===== config.mk =====
export PLATFORM = sky130hd
export DESIGN_NAME = tick_compare_timer
export DESIGN_NICKNAME = d
export VERILOG_FILES = /design/src/rtl/tmr_pkg.sv /design/src/rtl/tmr_counter.sv /design/src/rtl/tmr_alarm.sv /design/src/rtl/tmr_irq_route.sv /design/src/rtl/tick_compare_timer.sv
export SDC_FILE = /design/constraint.sdc
export NUM_CORES = 1
export LEC_CHECK = 0
export BUFFER_PORTS_ARGS = -buffer_cell sky130_fd_sc_hd__buf_2
export CELL_PAD_IN_SITES_DETAIL_PLACEMENT = 0
export CELL_PAD_IN_SITES_GLOBAL_PLACEMENT = 1
export CORE_AREA = 3 3 105 107
export CTS_CLUSTER_SIZE = 16
export DETAILED_ROUTE_END_ITERATION = 10
export DIE_AREA = 0 0 108 110
export PLACE_DENSITY_LB_ADDON = 0.1
export SETUP_SLACK_MARGIN = 0.2
export SYNTH_ARGS = -nofsm -noshare
export SYNTH_HDL_FRONTEND = slang
export SYNTH_SLANG_ARGS = --single-unit
export TNS_END_PERCENT = 1

===== constraint.sdc =====
create_clock -name clk_i -period 6 [get_ports clk_i]
set_clock_uncertainty 0.15 [all_clocks]
set_input_delay 0 -clock clk_i [delete_from_list [all_inputs] [get_ports clk_i]]
set_output_delay 0 -clock clk_i [all_outputs]
set_load 0.005 [all_outputs]

===== src/rtl/tmr_pkg.sv =====
package tmr_pkg;
  typedef enum logic {
    RD_COUNT   = 1'b0,
    RD_COMPARE = 1'b1
  } rd_sel_e;
endpackage


===== src/rtl/tmr_counter.sv =====
module tmr_counter #(
  parameter int unsigned WIDTH      = 32,
  parameter logic [WIDTH-1:0] RST_VAL = 1
) (
  input  logic             clk_i,
  input  logic             rst_ni,
  input  logic             tick_i,
  input  logic             freeze_i,
  input  logic             wr_count_i,
  input  logic             wr_compare_i,
  input  logic [WIDTH-1:0] wr_data_i,
  input  logic [WIDTH-1:0] compare_i,
  output logic [WIDTH-1:0] count_o,
  output logic             hit_o
);
  logic [WIDTH-1:0] count_q;
  logic [WIDTH-1:0] count_inc;
  logic             step;

  assign step      = tick_i && !freeze_i;
  assign count_inc = count_q + WIDTH'(1);

  // only a genuine counting step may raise the alarm
  assign hit_o = step && !wr_count_i && !wr_compare_i && (count_inc == compare_i);

  always_ff @(posedge clk_i) begin
    if (!rst_ni)         count_q <= RST_VAL;
    else if (wr_count_i) count_q <= wr_data_i;
    else if (step)       count_q <= count_inc;
  end

  assign count_o = count_q;
endmodule


===== src/rtl/tmr_alarm.sv =====
module tmr_alarm #(
  parameter int unsigned WIDTH      = 32,
  parameter logic [WIDTH-1:0] RST_VAL = 0
) (
  input  logic             clk_i,
  input  logic             rst_ni,
  input  logic             wr_compare_i,
  input  logic [WIDTH-1:0] wr_data_i,
  input  logic             hit_i,
  output logic [WIDTH-1:0] compare_o,
  output logic             pending_o
);
  logic [WIDTH-1:0] compare_q;
  logic             pending_q;

  always_ff @(posedge clk_i) begin
    if (!rst_ni) begin
      compare_q <= RST_VAL;
      pending_q <= 1'b0;
    end else begin
      if (wr_compare_i) compare_q <= wr_data_i;
      if (wr_compare_i)  pending_q <= 1'b0;
      else if (hit_i)    pending_q <= 1'b1;
    end
  end

  assign compare_o = compare_q;
  assign pending_o = pending_q;
endmodule


===== src/rtl/tmr_irq_route.sv =====
module tmr_irq_route #(
  parameter int unsigned LINES = 8,
  localparam int unsigned SEL_W = (LINES > 1) ? $clog2(LINES) : 1
) (
  input  logic             pending_i,
  input  logic [SEL_W-1:0] line_sel_i,
  output logic [LINES-1:0] irq_o
);
  for (genvar i = 0; i < LINES; i++) begin : g_line
    assign irq_o[i] = pending_i && (line_sel_i == SEL_W'(i));
  end
endmodule


===== src/rtl/tick_compare_timer.sv =====
module tick_compare_timer #(
  parameter int unsigned WIDTH        = 32,
  parameter int unsigned LINES        = 8,
  parameter bit          SHOW_PENDING = 1'b1,
  localparam int unsigned SEL_W = (LINES > 1) ? $clog2(LINES) : 1
) (
  input  logic             clk_i,
  input  logic             rst_ni,
  input  logic             tick_i,
  input  logic             freeze_i,
  input  logic             wr_count_i,
  input  logic             wr_compare_i,
  input  logic [WIDTH-1:0] wr_data_i,
  input  logic             rd_sel_i,
  output logic [WIDTH-1:0] rd_data_o,
  input  logic [SEL_W-1:0] line_sel_i,
  output logic [LINES-1:0] irq_o,
  output logic             pending_o
);
  import tmr_pkg::*;

  localparam logic [WIDTH-1:0] COUNT_RST   = WIDTH'(1);
  localparam logic [WIDTH-1:0] COMPARE_RST = '0;

  logic [WIDTH-1:0] count_q;
  logic [WIDTH-1:0] compare_q;
  logic             pending_q;
  logic             hit;

  tmr_counter #(.WIDTH(WIDTH), .RST_VAL(COUNT_RST)) u_counter (
    .clk_i        (clk_i),
    .rst_ni       (rst_ni),
    .tick_i       (tick_i),
    .freeze_i     (freeze_i),
    .wr_count_i   (wr_count_i),
    .wr_compare_i (wr_compare_i),
    .wr_data_i    (wr_data_i),
    .compare_i    (compare_q),
    .count_o      (count_q),
    .hit_o        (hit)
  );

  tmr_alarm #(.WIDTH(WIDTH), .RST_VAL(COMPARE_RST)) u_alarm (
    .clk_i        (clk_i),
    .rst_ni       (rst_ni),
    .wr_compare_i (wr_compare_i),
    .wr_data_i    (wr_data_i),
    .hit_i        (hit),
    .compare_o    (compare_q),
    .pending_o    (pending_q)
  );

  tmr_irq_route #(.LINES(LINES)) u_route (
    .pending_i  (pending_q),
    .line_sel_i (line_sel_i),
    .irq_o      (irq_o)
  );

  always_comb begin
    unique case (rd_sel_e'(rd_sel_i))
      RD_COMPARE: rd_data_o = compare_q;
      default:    rd_data_o = count_q;
    endcase
  end

  if (SHOW_PENDING) begin : g_show
    assign pending_o = pending_q;
  end else begin : g_hide
    assign pending_o = 1'b0;
  end
endmodule


# Yosys cells after proc, flatten, opt, wreduce, memory -nomap -nowiden
# Cells that the tools add are included.
# totals
ff_bits	65
inputBits	42
out_inout_bits	41
wordCells	34
# op_classes
add_sub_neg	1
eq_ne	8
muxes	3
bitwise_logic	1
n_reduce_logical	18
# op_table
cell	count
two-way mux 32 bit	3
adder 32 x 1 -> 32 bit (second input constant)	1
equality test 32 bit	1
equality test 3 bit (second input constant)	4
logical AND 1 bit	12
equality test 3 x 2 -> 1 bit (second input constant)	2
equality test 3 x 1 -> 1 bit (second input constant)	1
zero test 1 bit	3
zero test 3 bit	1
nonzero test 2 bit	1
OR reduction 2 bit	1
inverter 1 bit	1

# Longest topological paths before layout
# logic_depth
depth_word	5
ltp_mapped	9
depth_no_buf	8

# Hierarchy
# From an unflattened synthesis, not the netlist that was laid out.
# hier_totals
cells_unflattened	542
area_unflattened_um2	4782.1
# modules_own_cells
module	instances	cells_each	area_per_inst_um2	seq_area_each_um2
tmr_counter	1	392	2866.5	640.6
tmr_alarm	1	106	1275.0	660.6
tick_compare_timer	1	36	544.3	0.0
tmr_irq_route	1	8	96.3	0.0

# Worst setup path after synthesis
# OpenSTA, ideal clock, no wires.
# synth_timing
path_type	register to register
start	register u_counter.count_q[0] (netlist: u_counter.count_o[0])
end	register u_counter.count_q[28] (netlist: u_counter.count_o[28])
setup_ns	0.115
arrival_ns	2.443
t_required_ns	5.735
slack_ns	3.292
path_stages_with_launch	10
n_path_buf	1
period_less_slack_ns	2.708
cell_sequence	dfxtp_1 ha_1 nand3_4 or4_4 buf_6 or4_4 nor2_2 xnor2_1 o21ai_1 and2_1
# synth_between
elab_chain_cells	3
# synth_lines
item	line	text
from (decl)	tmr_counter.sv:16	logic [WIDTH-1:0] count_q;
from (signal assigned)	tmr_counter.sv:28	else if (wr_count_i) count_q <= wr_data_i;
from (signal assigned)	tmr_counter.sv:29	else if (step) count_q <= count_inc;
adder 32 x 1 -> 32 bit	tmr_counter.sv:21	assign count_inc = count_q + WIDTH'(1);
two-way mux 32 bit	tmr_counter.sv:29	
two-way mux 32 bit	tmr_counter.sv:28	
# Every way passes these cells. The select of a mux whose other input is x is not followed.
# A chain may end at the register's enable or synchronous reset.

# Worst setup path after layout
# Same ends and word-level chain as after synthesis.

==> summary.txt <==
CTS
  – Post-CTS Setup Inserts: 0
  – H-tree levels: 3
  – CTS sink count: 65
  – Reg clk slew, reported paths: 0.08 ns
  – Clock tree buffer depth: 2
  – CTS buffer count: 9
  – Clk_lat worst skew: 0.36 ns
  – CTS tree: built
  – Clock root cell: clkbuf_8

Pwr
  – Internal Power: 0.802 mW
  – VDD IR max: 109 uV
  – Final Power: 1.12 mW
  – Net switching power: 0.322 mW
  – Part of the power in registers: 0.442
  – Lkg Pwr: 2.24 nW
  – Share of total power in combinational logic: 0.190
  – Switching Fraction: 0.286
  – Clock Power Share: 0.368
  – Power Density: 204 mW/mm^2

Detailed routing
  – 1st-iter DRT viols: 197
  – Routed via count: 4,111
  – DRC Markers: 0
  – Vias/cell: 5.20
  – Routed wire length per instance: 16.0 um
  – Total wire length: 12.7 mm
  – Post-route ant nets: 0
  – 1st-pass router iterations: 4

STA
  – Min Tclk post-route: 2.84 ns
  – Hold Fails Final Rpt: 0
  – Max-slew headroom: 0.330
  – Final max-slew violation count: 0
  – Final worst slack: 3.16 ns
  – Unrepaired setup endpoints after global routing: no
  – Fin crit share: 0.474
  – Endpoints failing setup: 0
  – FMAX: 0.352 GHz
  – Worst-margin pin slew: 1.00 ns
  – Fin Setup TNS: 0 ns

Global route
  – GRT met1 Usage: 0.285
  – Initial antenna violation count: 0
  – Met3 GRT Util: 0.0402
  – GR Util met2: 0.386
  – First-pass GRT wire length: 20.4 mm
  – GRT Max-Usage Layer: met2
  – Pin count of the biggest net entering global routing: 67
  – Total GRT Usage: 0.221
  – Total grt overflow: 0
  – Vias in the first global route: 3,957

Hold path
  – Min-Delay Path Class: input port to register
  – Worst hold start: rst_ni

Yosys
  – Seq cells post-synth: 65
  – Synth top cells by count: dfxtp_1, nand2_1, xnor2_1, nor2b_1, o21ai_0
  – Post-synth top area share: 0.284
  – Synth warn: 0
  – Synth cell types: 49
  – Cells taking the most area after synthesis: dfxtp_1, xnor2_1, mux2i_1
  – Sequential share of the synthesized area: 0.284
  – Synth area leader: dfxtp_1
  – Syn_nets: 609
  – Top_reg_cell synth: dfxtp_1
  – Mapped Area: 0.00458 mm^2
  – Syn_area_per_cell: 8.10 um^2
  – Cell with the most instances after synthesis: dfxtp_1
  – FFs w/ async S/R, synth: 0
  – Syn Inst Count: 566
  – Post-synth EDFFs: 0

Worst setup path
  – Crit path required time: 6.11 ns
  – CP dominant cell by count: or4_4
  – CP Buf/Inv Count: 0
  – Crit path DAT: 2.95 ns
  – Crit path launch: u_counter.count_o[0]
  – R2R Setup Slk: 3.16 ns
  – Critical Path Fanout Max: 10
  – Worst reg2reg path startpoint: u_counter.count_o[0]
  – Slowest stage delay, CP: 0.64 ns
  – WS Path Type: register to register
  – Cells along the critical path: ha_1 -> nand3_4 -> or4_4 -> or4_4 -> nor2_2 -> xnor2_1 -> o21ai_1 -> and2_1
  – Type of origin of the critical path: register
  – Largest delay share family, worst path: simple AND/OR/NAND/NOR gates
  – Crit. End Element: register
  – Slowest cell on the critical path: or4_4

Placement
  – Placed cells: 742
  – Port Buffers: 82
  – Detailed-placement wirelength estimate: 8.81 mm
  – Pre-CTS setup slack: 3.15 ns
  – GP Congestion: 0.825

Floorplanning
  – Row count: 37
  – Height of the die: 110 um
  – Core ar.: 0.0102 mm^2
  – Starting density of the core: 0.448
  – Die ar.: 0.0119 mm^2
  – DIE WIDTH: 108 um
  – # IOs: 83

Layout
  – ANT cells: 0
  – Fillers: 1,003
  – Layout cell share with drive strength beyond 1: 0.208
  – Non-Filler Instances: 790
  – Nets: 692
  – Area Growth Syn to Fin: 20.4%

Flow run
  – Max Cap Viol: 0

Outcome
  – Run status: finished clean
[final timing paths]
kind	endpoint	depth (start not counted)
min reg2reg	u_alarm.compare_o[28]	2
max	u_counter.count_o[28]	8
min	u_counter.count_o[0]	2
max reg2reg	u_counter.count_o[28]	8
[layout make-up]
cell class,instances,area [um^2],share of cell area
clock buffer,10,128,0.0231
clock inverter,6,82.6,0.0150
inverter,10,37.5,0.00680
multi-input combinational,446,3050,0.552
sequential,65,1300,0.236
tap,136,170,0.0308
timing repair buffer,117,753,0.136
[stage by stage]
stage	util	hold WS, ns	instance area (um^2)
after floorplan	-	-0.116	4580
after global placement	0.488	0.0986	4990
after detailed placement	0.488	0.0959	4990
after CTS	0.540	0.138	5520
after global routing	0.540	0.160	5520
final	0.540	0.121	5520
[registers in the layout, summed over array words and instances (netlist names)]
name               cells
u_alarm.compare_o     32
u_alarm.pending_o      1
u_counter.count_o     32
[logic make-up after synthesis]
| kind of cell | after synthesis | share of synthesized area |
|---|---|---|
| buf+inv | 55 | 0.0513 |
| flops | 65 | 0.284 |
| compound gates | 62 | 0.0824 |
| simple gates | 248 | 0.298 |
| xor+xnor | 74 | 0.141 |
| fa+ha+maj | 1 | 0.00273 |
| mux | 61 | 0.140 |
[metal layers]
layer	share of wire	routed length (um)	vias to the layer above
met3	0.033	414	10
met5	0	0	-
met1	0.47	5970	1928
met2	0.49	6160	71
li1	-	-	2102
met4	0.0089	112	0
[cell usage in the layout, fill, tap and decap left out, types with 3 or more instances in the layout]
cell,netlist,layout
nor2_1,27,27
dlygate4sd3_1,0,32
inv_1,10,10
and2_1,26,26
nand2b_1,11,11
clkbuf_8,0,9
xor2_1,27,27
buf_2,8,82
nand2_1,62,62
and4_1,4,4
nor3_1,16,16
nor4_1,9,9
clkinv_2,0,3
o21ai_0,36,36
mux2_2,26,26
buf_4,1,3
nor2b_1,37,37
mux2i_1,35,35
nand4_1,19,19
xnor2_1,47,47
a211oi_1,3,3
nand3_1,18,18
a21oi_1,4,4
o211a_1,5,5
dfxtp_1,65,65
[timing repair]
item	4_1_cts	5_1_grt
setup endpoints to repair	0	0
endpoints found under the hold margin	64	0
hold buffers	32	0
gates resized for setup	0	0
[power by group through the flow]
| stage | registers (mW) | clock network (mW) | logic (mW) |
|---|---|---|---|
| after floorplan | 0.484 | 0 | 0.156 |
| after global placement | 0.505 | 0 | 0.198 |
| after detailed placement | 0.507 | 0 | 0.199 |
| after CTS | 0.497 | 0.422 | 0.216 |
| after global routing | 0.502 | 0.446 | 0.240 |
| final | 0.497 | 0.413 | 0.214 |
(Power assumes the default switching activity.)
